**config.mk**
```make
export PLATFORM = sky130hd
export DESIGN_NAME = ppa_top
export DESIGN_NICKNAME = d
export VERILOG_FILES = /design/src/rtl/ppa_pkg.sv /design/src/rtl/ppa_key_gen.sv /design/src/rtl/ppa_beat_matrix.sv /design/src/rtl/ppa_rank_count.sv /design/src/rtl/ppa_top.sv
export SDC_FILE = /design/constraint.sdc
export NUM_CORES = 1
export LEC_CHECK = 0
export BUFFER_PORTS_ARGS = -buffer_cell sky130_fd_sc_hd__buf_2
export CORE_MARGIN = 2
export CORE_UTILIZATION = 45
export DETAILED_ROUTE_END_ITERATION = 7
export PLACE_DENSITY = 0.77
export SLEW_MARGIN = 0
export SYNTH_ARGS = -nofsm -noshare
export SYNTH_HDL_FRONTEND = slang
export SYNTH_SLANG_ARGS = --single-unit
```
**constraint.sdc**
```tcl
create_clock -name clk_i -period 0.8 [get_ports clk_i]
set_input_delay 0.16 -clock clk_i [delete_from_list [all_inputs] [get_ports clk_i]]
set_output_delay 0.16 -clock clk_i [all_outputs]
set_load 0.1 [all_outputs]
```
**src/rtl/ppa_pkg.sv**
```systemverilog
package ppa_pkg;
  parameter int unsigned PPA_DEF_CPUS   = 3;
  parameter int unsigned PPA_DEF_PRIO_W = 8;

  function automatic int unsigned rank_width(input int unsigned n);
    return (n > 1) ? $clog2(n) : 1;
  endfunction
endpackage

```
**src/rtl/ppa_key_gen.sv**
```systemverilog
// Builds a sort key per processor: idle flag in the MSB, priority below.
// Idle processors get a zero priority field so their task priority is ignored.
module ppa_key_gen #(
  parameter int unsigned N_CPUS = ppa_pkg::PPA_DEF_CPUS,
  parameter int unsigned PRIO_W = ppa_pkg::PPA_DEF_PRIO_W,
  localparam int unsigned KEY_W = PRIO_W + 1
) (
  input  logic [N_CPUS*PRIO_W-1:0] task_prio_i,
  input  logic [N_CPUS-1:0]        busy_i,
  output logic [N_CPUS*KEY_W-1:0]  key_o
);
  for (genvar i = 0; i < N_CPUS; i++) begin : g_key
    assign key_o[i*KEY_W +: KEY_W] = busy_i[i]
                                   ? {1'b0, task_prio_i[i*PRIO_W +: PRIO_W]}
                                   : {1'b1, {PRIO_W{1'b0}}};
  end
endmodule

```
**src/rtl/ppa_beat_matrix.sv**
```systemverilog
// beat_o[i*N_CPUS + j] = processor j outranks processor i.
module ppa_beat_matrix #(
  parameter int unsigned N_CPUS = ppa_pkg::PPA_DEF_CPUS,
  parameter int unsigned KEY_W  = ppa_pkg::PPA_DEF_PRIO_W + 1
) (
  input  logic                      clk_i,
  input  logic                      rst_ni,
  input  logic [N_CPUS*KEY_W-1:0]   key_i,
  output logic [N_CPUS*N_CPUS-1:0]  beat_o
);
  for (genvar i = 0; i < N_CPUS; i++) begin : g_row
    for (genvar j = 0; j < N_CPUS; j++) begin : g_col
      if (i == j) begin : g_diag
        assign beat_o[i*N_CPUS + j] = 1'b0;
      end else if (j < i) begin : g_lower
        // lower index wins ties
        assign beat_o[i*N_CPUS + j] = key_i[j*KEY_W +: KEY_W] <= key_i[i*KEY_W +: KEY_W];
      end else begin : g_upper
        assign beat_o[i*N_CPUS + j] = key_i[j*KEY_W +: KEY_W] <  key_i[i*KEY_W +: KEY_W];
      end

      if (j > i) begin : g_chk
        // every pair is strictly ordered, exactly one side wins
        a_r7_pair_order: assert property (@(posedge clk_i) disable iff (!rst_ni)
          beat_o[i*N_CPUS + j] != beat_o[j*N_CPUS + i]);
      end
    end
  end
endmodule

```
**src/rtl/ppa_rank_count.sv**
```systemverilog
// Rank of processor i = number of processors that outrank it.
module ppa_rank_count #(
  parameter int unsigned N_CPUS = ppa_pkg::PPA_DEF_CPUS,
  localparam int unsigned RANK_W = ppa_pkg::rank_width(N_CPUS)
) (
  input  logic [N_CPUS*N_CPUS-1:0] beat_i,
  output logic [N_CPUS*RANK_W-1:0] rank_o
);
  for (genvar i = 0; i < N_CPUS; i++) begin : g_cnt
    logic [RANK_W:0] acc;
    always_comb begin
      acc = '0;
      for (int j = 0; j < N_CPUS; j++) begin
        acc = acc + {{RANK_W{1'b0}}, beat_i[i*N_CPUS + j]};
      end
    end
    assign rank_o[i*RANK_W +: RANK_W] = acc[RANK_W-1:0];
  end
endmodule

```
**src/rtl/ppa_top.sv**
```systemverilog
module ppa_top #(
  parameter int unsigned N_CPUS = ppa_pkg::PPA_DEF_CPUS,
  parameter int unsigned PRIO_W = ppa_pkg::PPA_DEF_PRIO_W,
  localparam int unsigned RANK_W = ppa_pkg::rank_width(N_CPUS),
  localparam int unsigned KEY_W  = PRIO_W + 1
) (
  input  logic                      clk_i,
  input  logic                      rst_ni,
  input  logic [N_CPUS*PRIO_W-1:0]  task_prio_i,
  input  logic [N_CPUS-1:0]         busy_i,
  input  logic                      update_i,
  output logic [N_CPUS*RANK_W-1:0]  rank_o,
  output logic                      rank_valid_o
);
  logic [N_CPUS*KEY_W-1:0]  key;
  logic [N_CPUS*N_CPUS-1:0] beat;
  logic [N_CPUS*RANK_W-1:0] rank_nxt;
  logic [N_CPUS*RANK_W-1:0] rank_rst;

  ppa_key_gen #(.N_CPUS(N_CPUS), .PRIO_W(PRIO_W)) u_key (
    .task_prio_i(task_prio_i),
    .busy_i     (busy_i),
    .key_o      (key)
  );

  ppa_beat_matrix #(.N_CPUS(N_CPUS), .KEY_W(KEY_W)) u_mat (
    .clk_i (clk_i),
    .rst_ni(rst_ni),
    .key_i (key),
    .beat_o(beat)
  );

  ppa_rank_count #(.N_CPUS(N_CPUS)) u_cnt (
    .beat_i(beat),
    .rank_o(rank_nxt)
  );

  for (genvar i = 0; i < N_CPUS; i++) begin : g_rst
    assign rank_rst[i*RANK_W +: RANK_W] = RANK_W'(i);
  end

  always_ff @(posedge clk_i or negedge rst_ni) begin
    if (!rst_ni) begin
      rank_o       <= rank_rst;
      rank_valid_o <= 1'b0;
    end else begin
      rank_valid_o <= update_i;
      if (update_i) rank_o <= rank_nxt;
    end
  end

  // pulse follows the strobe, and only the strobe
  a_r2_valid_pulse: assert property (@(posedge clk_i) disable iff (!rst_ni)
    update_i |=> rank_valid_o);
  a_r2_no_spurious: assert property (@(posedge clk_i) disable iff (!rst_ni)
    !update_i |=> !rank_valid_o);
  // priority bus frozen between strobes
  a_r3_hold: assert property (@(posedge clk_i) disable iff (!rst_ni)
    !update_i |=> $stable(rank_o));

  for (genvar k = 0; k < N_CPUS; k++) begin : g_perm
    logic [N_CPUS-1:0] holds;
    for (genvar i = 0; i < N_CPUS; i++) begin : g_h
      assign holds[i] = rank_o[i*RANK_W +: RANK_W] == RANK_W'(k);
    end
    // each rank value held by exactly one processor
    a_r7_unique: assert property (@(posedge clk_i) disable iff (!rst_ni)
      $countones(holds) == 1);
  end

  for (genvar i = 0; i < N_CPUS; i++) begin : g_ord_i
    for (genvar j = 0; j < N_CPUS; j++) begin : g_ord_j
      if (i != j) begin : g_pair
        // more urgent busy task -> better rank
        a_r4_urgency: assert property (@(posedge clk_i) disable iff (!rst_ni)
          update_i && busy_i[i] && busy_i[j] &&
          task_prio_i[i*PRIO_W +: PRIO_W] < task_prio_i[j*PRIO_W +: PRIO_W]
          |=> rank_o[i*RANK_W +: RANK_W] < rank_o[j*RANK_W +: RANK_W]);
        // busy beats idle
        a_r6_idle_last: assert property (@(posedge clk_i) disable iff (!rst_ni)
          update_i && busy_i[i] && !busy_i[j]
          |=> rank_o[i*RANK_W +: RANK_W] < rank_o[j*RANK_W +: RANK_W]);
      end
      if (i < j) begin : g_tie
        // equal priority, lower index first
        a_r5_tie_index: assert property (@(posedge clk_i) disable iff (!rst_ni)
          update_i && busy_i[i] && busy_i[j] &&
          task_prio_i[i*PRIO_W +: PRIO_W] == task_prio_i[j*PRIO_W +: PRIO_W]
          |=> rank_o[i*RANK_W +: RANK_W] < rank_o[j*RANK_W +: RANK_W]);
        // idle pair ordered by index
        a_r8_idle_index: assert property (@(posedge clk_i) disable iff (!rst_ni)
          update_i && !busy_i[i] && !busy_i[j]
          |=> rank_o[i*RANK_W +: RANK_W] < rank_o[j*RANK_W +: RANK_W]);
      end
    end
  end
endmodule

```
==> results by group <==
Global route
  – Initial antenna violation count: 0
  – Tot GR Track Use: 35.1%
  – Largest net degree at the start of global routing: 9
  – Number of global-route vias before repair: 1,369
  – GRT Residual Overflow: 0
  – First-pass GRT wire length: 6.92 mm

Clock network
  – Root Driver: clkbuf_4
  – CTS sink cnt: 7
  – CTS Buffer Depth: 2
  – H-tree levels: 1
  – CTS tree: built
  – CTS Buf Count: 3
  – Worst-Skew Late Latency: 0.25 ns
  – Reg clk slew, reported paths: 0.05 ns

Routing
  – Antenna viol nets, final: 0
  – Vias: 1,365
  – Final wirelength: 5.24 mm
  – Iteration-0 DRC Markers: 55
  – Pre-Repair DR Iteration Count: 4
  – Avg WL per Cell: 23.7 um
  – DRC viols: 0
  – Via density: 6.18

Placed design
  – DPL Wire Length: 2.63 mm
  – Dpl cell area: 0.00168 sq mm
  – IO Port Bufs: 36
  – Dpl cells: 210
  – Gpl congestion: 0.793

Synthesis
  – Sequential share of the synthesized area: 16.6%
  – Post-Syn Area: 0.00107 sq mm
  – Post-synthesis adder-cell area fraction: 31.2%
  – Largest family of logic cells by synthesized area: adder cells
  – Register bit total from synthesis: 7
  – Synth Instances: 127
  – Synth Area in Simple Gates: between 20% and 30%
  – Syn Area/Cell: ~8.5 sq um
  – Cell variety after synth: 29
  – Top cell type's share of synthesized area: 29.1%
  – Synth area leaders: ha_1 29%, dfrtp_1 12%, nand2_1 8.4%
  – Post-synthesis compound-gate area fraction: 19.1%
  – YS warnings: 0
  – Mapped Nets: 182
  – Xor and xnor area share after synthesis: 0%
  – Post-synthesis mux area share: between 6 and 7%
  – Synth area leader: ha_1

Final layout
  – FF+latch area: 204 sq um
  – Cell area after layout: 0.00211 sq mm
  – # fillers: 67
  – Area grow syn2layout: 96.3%
  – Most common cell after layout, fill and taps aside: buf_4
  – Final core occ: approximately 94%
  – # diodes: 0
  – Commonest non-fill, non-tap cells in the layout: 26 x buf_4, 25 x buf_2, 14 x ha_4
  – Area of the multi-input gates: 0.00120 sq mm
  – Share of cells above drive strength 1: ~76%
  – Fin nets: 249
  – Final std cells w/o fill: 221

Floorplanning
  – Core Footprint: 0.00223 sq mm
  – DIE AREA: 0.00279 sq mm
  – Initial core utilization: between 40% and 50%
  – Ports: 37
  – Width of the die: 52.8 um
  – Num rows: 17
  – Die Ht: 52.8 um

Worst hold path
  – Worst Hold Class: primary input to flop

STA
  – Fmax: 529 MHz
  – Slew @ Worst Pin: 0.348 ns
  – Worst Skew: 0 ns
  – Setup-failing EPs final: 13
  – Final Critical Period: 1.89 ns
  – Final-report max-slew violation count: 0
  – Period utilization: 236%
  – Relative slew slack: 76.8%
  – Post-Route Setup TNS: -8.24 ns
  – Final hold violation count: 0
  – RSZ-0062 raised after global routing: true
  – Final setup margin: -1.09 ns

Power and ir drop
  – Pleak: 0.948 nW
  – Total chip power: 3.33 mW
  – Worst VDD drop: 1960 uV
  – Power Dens Cells: ~1600 mW/mm^2

Worst setup path
  – FF-to-FF setup slack: -0.23 ns
  – Crit start category: primary input
  – CP Data Required Time: 0.94 ns
  – Critical path class: primary input to flop
  – CP Capture Type: flop
  – Critical path peak fanout: 2
  – Worst EP arrival: between 2 and 2.5 ns

Outcome
  – Outcome: finished with violations
  – Violated checks: negative setup slack

Job
  – # Max-Cap Violations: 0
cell families after synthesis:
kind of cell / after synthesis
flip-flops: 7
multiplexers: 6
AND/OR/NAND/NOR: 45
buffers and inverters: 15
AO/OA/AOI/OAI: 27
adder cells (fa/ha/maj): 27
stage by stage:
step / hold slack (ns) / setup slack (ns)
2_1_floorplan: -0.136 / -1.13
3_3_place_gp: -0.00502 / -1.38
3_5_place_dp: -0.00249 / -1.41
4_1_cts: 0.124 / -0.939
5_1_grt: 0.150 / -1.14
6_report: 0.150 / -1.09
cells in the mapped netlist:
cell type and instances:
a2111oi_2 1, a21oi_1 8, a21oi_2 2, a221oi_2 2
a311oi_1 1, and2_1 3, and2_2 6, and2_4 1
and4_1 1, buf_2 1, buf_4 1, clkbuf_1 1
dfrtp_1 5, dfstp_2 2, ha_1 25, inv_1 12
maj3_2 2, mux2_2 6, nand2_1 24, nand2_2 1
nand3_1 2, nand4_1 3, nor2_1 2, nor2b_1 2
o2111ai_1 2, o21a_1 4, o21ai_0 5, o32a_1 1
o41a_1 1
area by class of cell:
class	instances	area share (%)
multi-input cells	105	57.2
repair buffers	65	28.1
well taps	28	1.66
inverters	12	2.14
flip-flops and latches	7	9.68
clock buffers	4	1.25
state kept, by name, indices dropped and copies added, names as in the netlist:
signal        cells
rank_o            6
rank_valid_o      1
worst max-delay path, stage by stage:
cell	delay (ns)
buf_2	0.11
nand2_2	0.09
inv_2	0.06
ha_4	0.29
nand4_1	0.16
a311oi_1	0.29
o32a_1	0.25
nand2_1	0.08
ha_1	0.27
mux2_4	0.25
per-layer routing:
layer  global-route usage, %  vias to the layer above  share of wire (%)
met1                    39.1                      659                 39
met5                       0                        -                  0
met3                    5.14                       26                7.0
met2                    63.7                       91                 48
li1                        -                      589                  -
met4                    17.5                        0                6.1
power breakdown:
group          internal (mW)  switching, mW  total (mW)
registers              0.517          0.111       0.628
clock network          0.191          0.134       0.324
logic                   1.06           1.33        2.38
total                   1.76           1.57        3.33
repair_timing:
item                                    4_1_cts  5_1_grt
buffers inserted                              3        1
endpoints found under the hold margin         7        0
pin swaps                                    31       13
cloned                                        2        0
hold buffers                                  1        0
endpoints found under the setup margin       13       13
resized for setup                            49       19
final timing paths:
kind,from,to,depth (start not counted)
setup / recovery,task_prio_i[1],rank_o[0]$_DFFE_PN0P_,10
hold / removal,update_i,rank_valid_o$_DFF_PN0_,1
setup reg to reg,rank_o[4]$_DFFE_PN0P_,rank_o[4]$_DFFE_PN0P_,2
hold reg to reg,rank_o[0]$_DFFE_PN0P_,rank_o[0]$_DFFE_PN0P_,1
max in group asynchronous,rst_ni,rank_o[5]$_DFFE_PN1P_,2
min in group asynchronous,rst_ni,rank_o[0]$_DFFE_PN0P_,2
(Power assumes the default switching activity.)
